File: src/rtl/gwd_pkg.sv
// Package: shared constants and the write-strobe bundle for the watchdog.
// Assumes a 32-bit data path and 12-bit byte offsets within each window.
package gwd_pkg;
    localparam int GWD_DATA_W = 32;
    localparam int GWD_ADDR_W = 12;

    // Byte offsets inside the control window
    localparam logic [GWD_ADDR_W-1:0] A_CTRL   = 12'h000;
    localparam logic [GWD_ADDR_W-1:0] A_OFS    = 12'h008;
    localparam logic [GWD_ADDR_W-1:0] A_CMP_LO = 12'h010;
    localparam logic [GWD_ADDR_W-1:0] A_CMP_HI = 12'h014;
    // Byte offsets shared by both windows
    localparam logic [GWD_ADDR_W-1:0] A_KICK   = 12'h000;
    localparam logic [GWD_ADDR_W-1:0] A_IDENT  = 12'hFCC;

    // Control word bit positions
    localparam int B_EN  = 0;
    localparam int B_WS0 = 1;
    localparam int B_WS1 = 2;

    // One-cycle write strobes from the decoder to the core
    typedef struct packed {
        logic                  kick;
        logic                  ctrl;
        logic                  ofs;
        logic                  cmp_lo;
        logic                  cmp_hi;
        logic [GWD_DATA_W-1:0] data;
    } gwd_wr_t;
endpackage

File: src/rtl/gwd_decode.sv
// Module: address decoder and read-back multiplexer for both register windows.
// Produces one-cycle write strobes and combinational read data from the core state.
// Assumes at most one window select is high at a time; the control window wins otherwise.
module gwd_decode
    import gwd_pkg::*;
#(
    parameter int                DATA_W  = GWD_DATA_W,
    parameter int                ADDR_W  = GWD_ADDR_W,
    parameter int                CNT_W   = 2 * GWD_DATA_W,
    parameter logic [DATA_W-1:0] CTRL_ID = 32'h0A1D_5701,
    parameter logic [DATA_W-1:0] REFR_ID = 32'h0A1D_5702
) (
    input  logic              clk,
    input  logic              rst_n,
    input  logic              ctrl_sel,
    input  logic              refr_sel,
    input  logic              we,
    input  logic [ADDR_W-1:0] addr,
    input  logic [DATA_W-1:0] wdata,
    input  logic              st_en,
    input  logic              st_ws0,
    input  logic              st_ws1,
    input  logic [DATA_W-1:0] st_ofs,
    input  logic [CNT_W-1:0]  st_cmp,
    output gwd_wr_t           wr,
    output logic [DATA_W-1:0] rdata
);
    localparam int HALF = CNT_W / 2;

    logic use_ctrl, use_refr, mapped;

    // Resolve which window this access targets
    always_comb begin
        use_ctrl = ctrl_sel;
        use_refr = refr_sel && !ctrl_sel;
    end

    // Write strobes: one per writable location
    always_comb begin
        wr        = '0;
        wr.data   = wdata;
        wr.kick   = use_refr && we && (addr == A_KICK);
        wr.ctrl   = use_ctrl && we && (addr == A_CTRL);
        wr.ofs    = use_ctrl && we && (addr == A_OFS);
        wr.cmp_lo = use_ctrl && we && (addr == A_CMP_LO);
        wr.cmp_hi = use_ctrl && we && (addr == A_CMP_HI);
    end

    // Read-back multiplexer; unmapped offsets return zero
    always_comb begin
        rdata  = '0;
        mapped = 1'b0;
        if (use_ctrl) begin
            unique case (addr)
                A_CTRL: begin
                    rdata[B_EN]  = st_en;
                    rdata[B_WS0] = st_ws0;
                    rdata[B_WS1] = st_ws1;
                    mapped       = 1'b1;
                end
                A_OFS:    begin rdata = st_ofs;             mapped = 1'b1; end
                A_CMP_LO: begin rdata = st_cmp[HALF-1:0];   mapped = 1'b1; end
                A_CMP_HI: begin rdata = st_cmp[CNT_W-1:HALF]; mapped = 1'b1; end
                A_IDENT:  begin rdata = CTRL_ID;            mapped = 1'b1; end
                default:  begin rdata = '0;                 mapped = 1'b0; end
            endcase
        end else if (use_refr) begin
            if (addr == A_IDENT) begin
                rdata  = REFR_ID;
                mapped = 1'b1;
            end
        end
    end

    AST_UNMAPPED_ZERO: assert property (@(posedge clk) disable iff (!rst_n)
        (!we && !mapped) |-> (rdata == '0)) else $error("unmapped read nonzero");
    AST_ONE_STROBE: assert property (@(posedge clk) disable iff (!rst_n)
        $onehot0({wr.kick, wr.ctrl, wr.ofs, wr.cmp_lo, wr.cmp_hi})) else $error("multiple strobes");
endmodule

File: src/rtl/gwd_core.sv
// Module: watchdog state: enable, two status stages, offset and 64-bit deadline.
// Applies register writes, reloads the deadline, and detects expiry against the count.
// Assumes write strobes are one-hot; any write suppresses expiry detection for that cycle.
module gwd_core
    import gwd_pkg::*;
#(
    parameter int DATA_W = GWD_DATA_W,
    parameter int CNT_W  = 2 * GWD_DATA_W
) (
    input  logic              clk,
    input  logic              rst_n,
    input  logic [CNT_W-1:0]  count,
    input  gwd_wr_t           wr,
    output logic              en,
    output logic              ws0,
    output logic              ws1,
    output logic [DATA_W-1:0] ofs,
    output logic [CNT_W-1:0]  cmp
);
    localparam int HALF = CNT_W / 2;

    logic              reload, any_wr, reached, expire;
    logic [DATA_W-1:0] ofs_next;
    logic [CNT_W-1:0]  deadline;

    // Classify this cycle: reload event, any write, and expiry
    always_comb begin
        reload   = wr.kick || wr.ofs || (wr.ctrl && !en && wr.data[B_EN]);
        any_wr   = wr.kick || wr.ctrl || wr.ofs || wr.cmp_lo || wr.cmp_hi;
        reached  = (count >= cmp);
        expire   = en && !any_wr && reached;
        ofs_next = wr.ofs ? wr.data : ofs;
        deadline = count + CNT_W'(ofs_next);
    end

    // State update: writes first, then expiry escalation
    always_ff @(posedge clk) begin
        if (!rst_n) begin
            en  <= 1'b0;
            ws0 <= 1'b0;
            ws1 <= 1'b0;
            ofs <= '0;
            cmp <= '0;
        end else begin
            if (wr.ofs)  ofs <= wr.data;
            if (wr.ctrl) en  <= wr.data[B_EN];
            if (reload) begin
                cmp <= deadline;
                ws0 <= 1'b0;
                ws1 <= 1'b0;
            end else if (wr.cmp_lo) begin
                cmp[HALF-1:0] <= wr.data;
            end else if (wr.cmp_hi) begin
                cmp[CNT_W-1:HALF] <= wr.data;
            end else if (expire) begin
                if (!ws0) begin
                    ws0 <= 1'b1;
                    cmp <= deadline;
                end else begin
                    ws1 <= 1'b1;
                end
            end
        end
    end

    AST_WS1_AFTER_WS0: assert property (@(posedge clk) disable iff (!rst_n)
        ws1 |-> ws0) else $error("stage two without stage one");
    AST_RELOAD_CLEARS: assert property (@(posedge clk) disable iff (!rst_n)
        (wr.kick || wr.ofs) |=> (!ws0 && !ws1)) else $error("reload left status");
    AST_IDLE_HOLDS: assert property (@(posedge clk) disable iff (!rst_n)
        (!en && !wr.kick && !wr.ofs && !wr.ctrl) |=> ($stable(ws0) && $stable(ws1))) else $error("status moved while off");
    AST_FIRST_RELOAD: assert property (@(posedge clk) disable iff (!rst_n)
        (en && !ws0 && !any_wr && (count >= cmp)) |=> (ws0 && !ws1 && cmp == $past(count) + CNT_W'($past(ofs)))) else $error("stage one reload wrong");
    AST_WRITE_WINS: assert property (@(posedge clk) disable iff (!rst_n)
        (wr.cmp_lo && !ws0) |=> !ws0) else $error("expiry during write");
endmodule

File: src/rtl/gwd_top.sv
// Module: top of the two-stage watchdog; joins decoder and core.
// Outputs follow the status bits directly. Assumes sys_count is synchronous to clk.
module gwd_top
    import gwd_pkg::*;
#(
    parameter int                DATA_W  = GWD_DATA_W,
    parameter int                ADDR_W  = GWD_ADDR_W,
    parameter logic [DATA_W-1:0] CTRL_ID = 32'h0A1D_5701,
    parameter logic [DATA_W-1:0] REFR_ID = 32'h0A1D_5702
) (
    input  logic                  clk,
    input  logic                  rst_n,
    input  logic [2*DATA_W-1:0]   sys_count,
    input  logic                  bus_ctrl_sel,
    input  logic                  bus_refr_sel,
    input  logic                  bus_we,
    input  logic [ADDR_W-1:0]     bus_addr,
    input  logic [DATA_W-1:0]     bus_wdata,
    output logic [DATA_W-1:0]     bus_rdata,
    output logic                  ws0_irq,
    output logic                  ws1_rst
);
    localparam int CNT_W = 2 * DATA_W;

    gwd_wr_t           wr;
    logic              st_en, st_ws0, st_ws1;
    logic [DATA_W-1:0] st_ofs;
    logic [CNT_W-1:0]  st_cmp;

    gwd_decode #(
        .DATA_W(DATA_W), .ADDR_W(ADDR_W), .CNT_W(CNT_W),
        .CTRL_ID(CTRL_ID), .REFR_ID(REFR_ID)
    ) u_dec (
        .clk(clk), .rst_n(rst_n),
        .ctrl_sel(bus_ctrl_sel), .refr_sel(bus_refr_sel), .we(bus_we),
        .addr(bus_addr), .wdata(bus_wdata),
        .st_en(st_en), .st_ws0(st_ws0), .st_ws1(st_ws1),
        .st_ofs(st_ofs), .st_cmp(st_cmp),
        .wr(wr), .rdata(bus_rdata)
    );

    gwd_core #(.DATA_W(DATA_W), .CNT_W(CNT_W)) u_core (
        .clk(clk), .rst_n(rst_n), .count(sys_count), .wr(wr),
        .en(st_en), .ws0(st_ws0), .ws1(st_ws1), .ofs(st_ofs), .cmp(st_cmp)
    );

    // Drive the stage outputs straight from the status bits
    always_comb begin
        ws0_irq = st_ws0;
        ws1_rst = st_ws1;
    end
endmodule

File: config.mk
export PLATFORM = sky130hd
export DESIGN_NAME = gwd_top
export DESIGN_NICKNAME = d
export VERILOG_FILES = /design/src/rtl/gwd_pkg.sv /design/src/rtl/gwd_decode.sv /design/src/rtl/gwd_core.sv /design/src/rtl/gwd_top.sv
export SDC_FILE = /design/constraint.sdc
export NUM_CORES = 1
export LEC_CHECK = 0
export ABC_AREA = 1
export ABC_CLOCK_PERIOD_IN_PS = 4500
export BUFFER_PORTS_ARGS = -buffer_cell sky130_fd_sc_hd__buf_4
export CAP_MARGIN = 15
export CELL_PAD_IN_SITES_DETAIL_PLACEMENT = 1
export CELL_PAD_IN_SITES_GLOBAL_PLACEMENT = 2
export CORE_MARGIN = 4
export CORE_UTILIZATION = 30
export DETAILED_ROUTE_END_ITERATION = 10
export GPL_ROUTABILITY_DRIVEN = 1
export PLACE_DENSITY = 0.86
export RECOVER_POWER = 100
export SETUP_SLACK_MARGIN = 0.02
export SYNTH_ARGS = -nofsm -noshare
export SYNTH_HDL_FRONTEND = slang
export SYNTH_HIERARCHICAL = 1
export SYNTH_SLANG_ARGS = --single-unit
File: constraint.sdc
create_clock -name clk -period 4.5 [get_ports clk]
set_clock_uncertainty 0.05 [all_clocks]
set_input_delay 1.125 -clock clk [delete_from_list [all_inputs] [get_ports clk]]
set_output_delay 1.125 -clock clk [all_outputs]
set_load 0.01 [all_outputs]
==> results by group <==
CTS
  • Post-CTS Setup Inserts: 0
  • Maximum count of clock buffers along a single path: 2
  • Worst-path clk slew: 0.07 ns
  • Total CTS buffers: 9
  • CTS sink count: 99
  • Hold-fix buffer count after cts: 0
  • Maximum level of the CTS H-tree: 3
  • Post-CTS sizing: 0
  • Root cell of the clock tree: sky130_fd_sc_hd__clkbuf_16
  • Latest clock arrival within the worst-skew pair: 0.39 ns
  • CTS tree: yes

Setup path
  • Critical path peak fanout: 7
  • Critical path startpoint category: input pin
  • Endpoint class of the critical path: output pin
  • WP data required: 3.32 ns
  • CP Data Arrival Time: 3.21 ns
  • Path type of the worst setup path: input pin to output pin

Floorplan
  • Die height: 201 um
  • Number of placed I/O pins: 147
  • Starting density of the core: 30.4%
  • Die Span X: 201 um
  • Die area: 0.0403 mm2
  • Area of the core: 0.0366 mm2
  • Placement Rows: 70

STA
  • Fraction of the cycle the final worst path needs: 97.5%
  • Unrepaired setup endpoints after global routing: yes
  • Maximum achievable frequency: 228 MHz
  • Slew headroom: 10.2%
  • Count of pins over their slew limit: 0
  • Number of failing setup endpoints in the final timing report: 0
  • Setup TNS after final layout: 0 ns
  • Actual slew at the worst max-slew pin: 1.34 ns
  • Number of hold violations in the final report: 0
  • Crit path time final: 4.39 ns

Global route
  • Number of global-route vias before repair: 14800
  • Antenna violations before repair: 0
  • Overall Global Routing Usage: 29.7%
  • Largest net degree at the start of global routing: 46
  • Global route overflow: 0
  • First-pass GRT wire length: 91700 um

Final layout
  • Synthesis-to-layout area growth: 26.9%
  • Nets@finish: 2465
  • Share of layout cells above drive strength 1: 17.6%
  • Antenna cells: 0

Power and ir drop
  • Clock group share of total power: 39.8%
  • Power density over the cells: 154 mW/mm2
  • Combinational share of power: 20.0%
  • Worst ir drop on vdd: 0.192 mV
  • Switching power summed over all nets: 0.698 mW
  • Final Power: 2.18 mW
  • Net switching fraction of the power: 32.0%
  • Seq pwr share: 40.2%
  • Cell-internal power: 1.48 mW
  • Pleak: 6.96 nW

Synthesis
  • Most common library cells after synthesis: sky130_fd_sc_hd__nand2_1, sky130_fd_sc_hd__inv_1, sky130_fd_sc_hd__nor2_1
  • Most frequent cell after synthesis: sky130_fd_sc_hd__nand2_1
  • Top area cells in the synthesized netlist: sky130_fd_sc_hd__nand2_1, sky130_fd_sc_hd__dfxtp_1, sky130_fd_sc_hd__ha_1
  • Synth Flop Type: sky130_fd_sc_hd__dfxtp_1
  • Net count after synthesis: 2197
  • Yosys warning total: 6
  • Gate count of the mapped netlist: 1987
  • Fraction of synthesized cell area taken by the top area cell type: 22.6%
  • Largest area contributor in the synthesized netlist: sky130_fd_sc_hd__nand2_1
  • Netlist area before placement: 0.0111 mm2
  • Seq/Total Area, Yosys: 17.8%
  • Unique cell type count in the Yosys netlist: 41
  • Post-synth EDFFs: 0
  • Post-synthesis register bit count: 99
  • Post-synthesis async set-or-reset flop share: 0%
  • Mean Syn Cell Area: 5.60 um2

Placement
  • Count of buffers inserted at the top-level ports: 146
  • Half-perimeter wire length after placement: 50200 um
  • RePlAce Congestion: 0.993

Route
  • Met1 Routed Length: 27000 um
  • Remaining routing DRC violations: 0
  • DR WL met3: 3260 um
  • Iteration-0 DRC count of the detailed router: 896
  • Routed wire length: 61600 um
  • Post-detailed-route via-to-cell ratio: 5.26
  • Via count of the routed design: 14400
  • Met2 WL post-DR: 28600 um
  • Residual antenna-violating net count after detailed routing: 0
  • First drt pass iteration count: 5
  • Highest routing layer actually used: met4
  • Wirelength per Cell: 22.6 um

Outcome
  • Status: finished clean

Worst hold path
  • Min-delay worst type: register to register

Run
  • Maxcap violations: 0
-- registers in the layout, summed over array words and instances, names as in the netlist --
name        count
u_core/ws0      1
u_core/ofs     32
u_core/en       1
u_core/ws1      1
u_core/cmp     64
-- cell families (layout without fill, tap and decap cells) --
group | Yosys count | after routing | synth area share, %
xor gates and xnor gates | 19 | 19 | 1.49
adders and majority gates | 97 | 97 | 11.0
AOI/OAI and AO/OA | 270 | 270 | 12.8
buffers and inverters | 344 | 617 | 13.4
DFF | 99 | 99 | 17.8
and+or+nand+nor | 1158 | 1158 | 43.6
-- path summary, 6_finish.rpt --
path	from	endpoint	slack [ns]	depth (start not counted)
worst min register to register	u_core/ofs[14]	u_core/ofs[14]	0.44	2
worst min-delay path	u_core/ofs[14]	u_core/ofs[14]	0.44	2
worst max-delay path	bus_addr[1]	bus_rdata[25]	0.11	11
worst max register to register	u_core/cmp[28]	u_core/cmp[6]	0.62	17
-- layout by cell type, fill, tap and decap left out, types with 10 or more instances in the layout --
cell                       instances
sky130_fd_sc_hd__nand4_1          21
sky130_fd_sc_hd__nor3_1           22
sky130_fd_sc_hd__clkbuf_2         10
sky130_fd_sc_hd__nand2_1         668
sky130_fd_sc_hd__nand3_1         167
sky130_fd_sc_hd__clkbuf_1         31
sky130_fd_sc_hd__nor2_1          214
sky130_fd_sc_hd__or2_2            21
sky130_fd_sc_hd__nor2_2           13
sky130_fd_sc_hd__a21oi_1         147
sky130_fd_sc_hd__xnor2_1          10
sky130_fd_sc_hd__ha_1             95
sky130_fd_sc_hd__a31oi_1          17
sky130_fd_sc_hd__o21ai_0          74
sky130_fd_sc_hd__dfxtp_1          99
sky130_fd_sc_hd__inv_1           249
sky130_fd_sc_hd__buf_4           291
-- layout make-up --
| type | count | area (um2) |
|---|---|---|
| fillers | 5072 | 22500 |
| multi-input cells | 1544 | 7730 |
| repair buffers | 347 | 2580 |
| flip-flops and latches | 99 | 1980 |
| inverters | 254 | 955 |
| well taps | 468 | 586 |
| clock buffers | 11 | 233 |
| clock inverters | 5 | 63.8 |
-- stage by stage --
| step | setup WS (ns) | instance area, um2 | instances | utilization (%) | hold slack (ns) |
|---|---|---|---|---|---|
| floorplan | 0.566 | 11100 | 1987 | - | 0.411 |
| global placement | -0.363 | 13900 | 2712 | 38.0 | 0.423 |
| detailed placement | -0.315 | 13900 | 2712 | 38.0 | 0.433 |
| CTS | 0.0823 | 14200 | 2728 | 38.8 | 0.443 |
| global route | 0.00197 | 14100 | 2728 | 38.6 | 0.467 |
| finish | 0.113 | 14100 | 2728 | 38.6 | 0.442 |
-- worst max-delay path: stages --
cell,delay (ns)
sky130_fd_sc_hd__buf_4,0.11
sky130_fd_sc_hd__nor2_2,0.16
sky130_fd_sc_hd__nand2_1,0.14
sky130_fd_sc_hd__nor2_1,0.39
sky130_fd_sc_hd__nand2_1,0.19
sky130_fd_sc_hd__inv_2,0.28
sky130_fd_sc_hd__nand2_1,0.16
sky130_fd_sc_hd__nand2_1,0.10
sky130_fd_sc_hd__nor2_1,0.08
sky130_fd_sc_hd__nor2_1,0.27
sky130_fd_sc_hd__clkbuf_1,0.20
-- power groups by stage --
stage	logic, mW	clock network [mW]	registers, mW
CTS	0.433	0.887	0.875
finish	0.437	0.867	0.875
global route	0.475	0.910	0.875
detailed placement	0.430	0	0.896
global placement	0.421	0	0.896
floorplan	0.201	0	0.896
-- routing by layer --
metal	up-vias	track usage, %
met4	0	12.3
met1	6963	38.2
li1	6840	-
met3	115	3.84
met2	432	50.4
met5	-	0
Power figures use the tool's default switching activity.
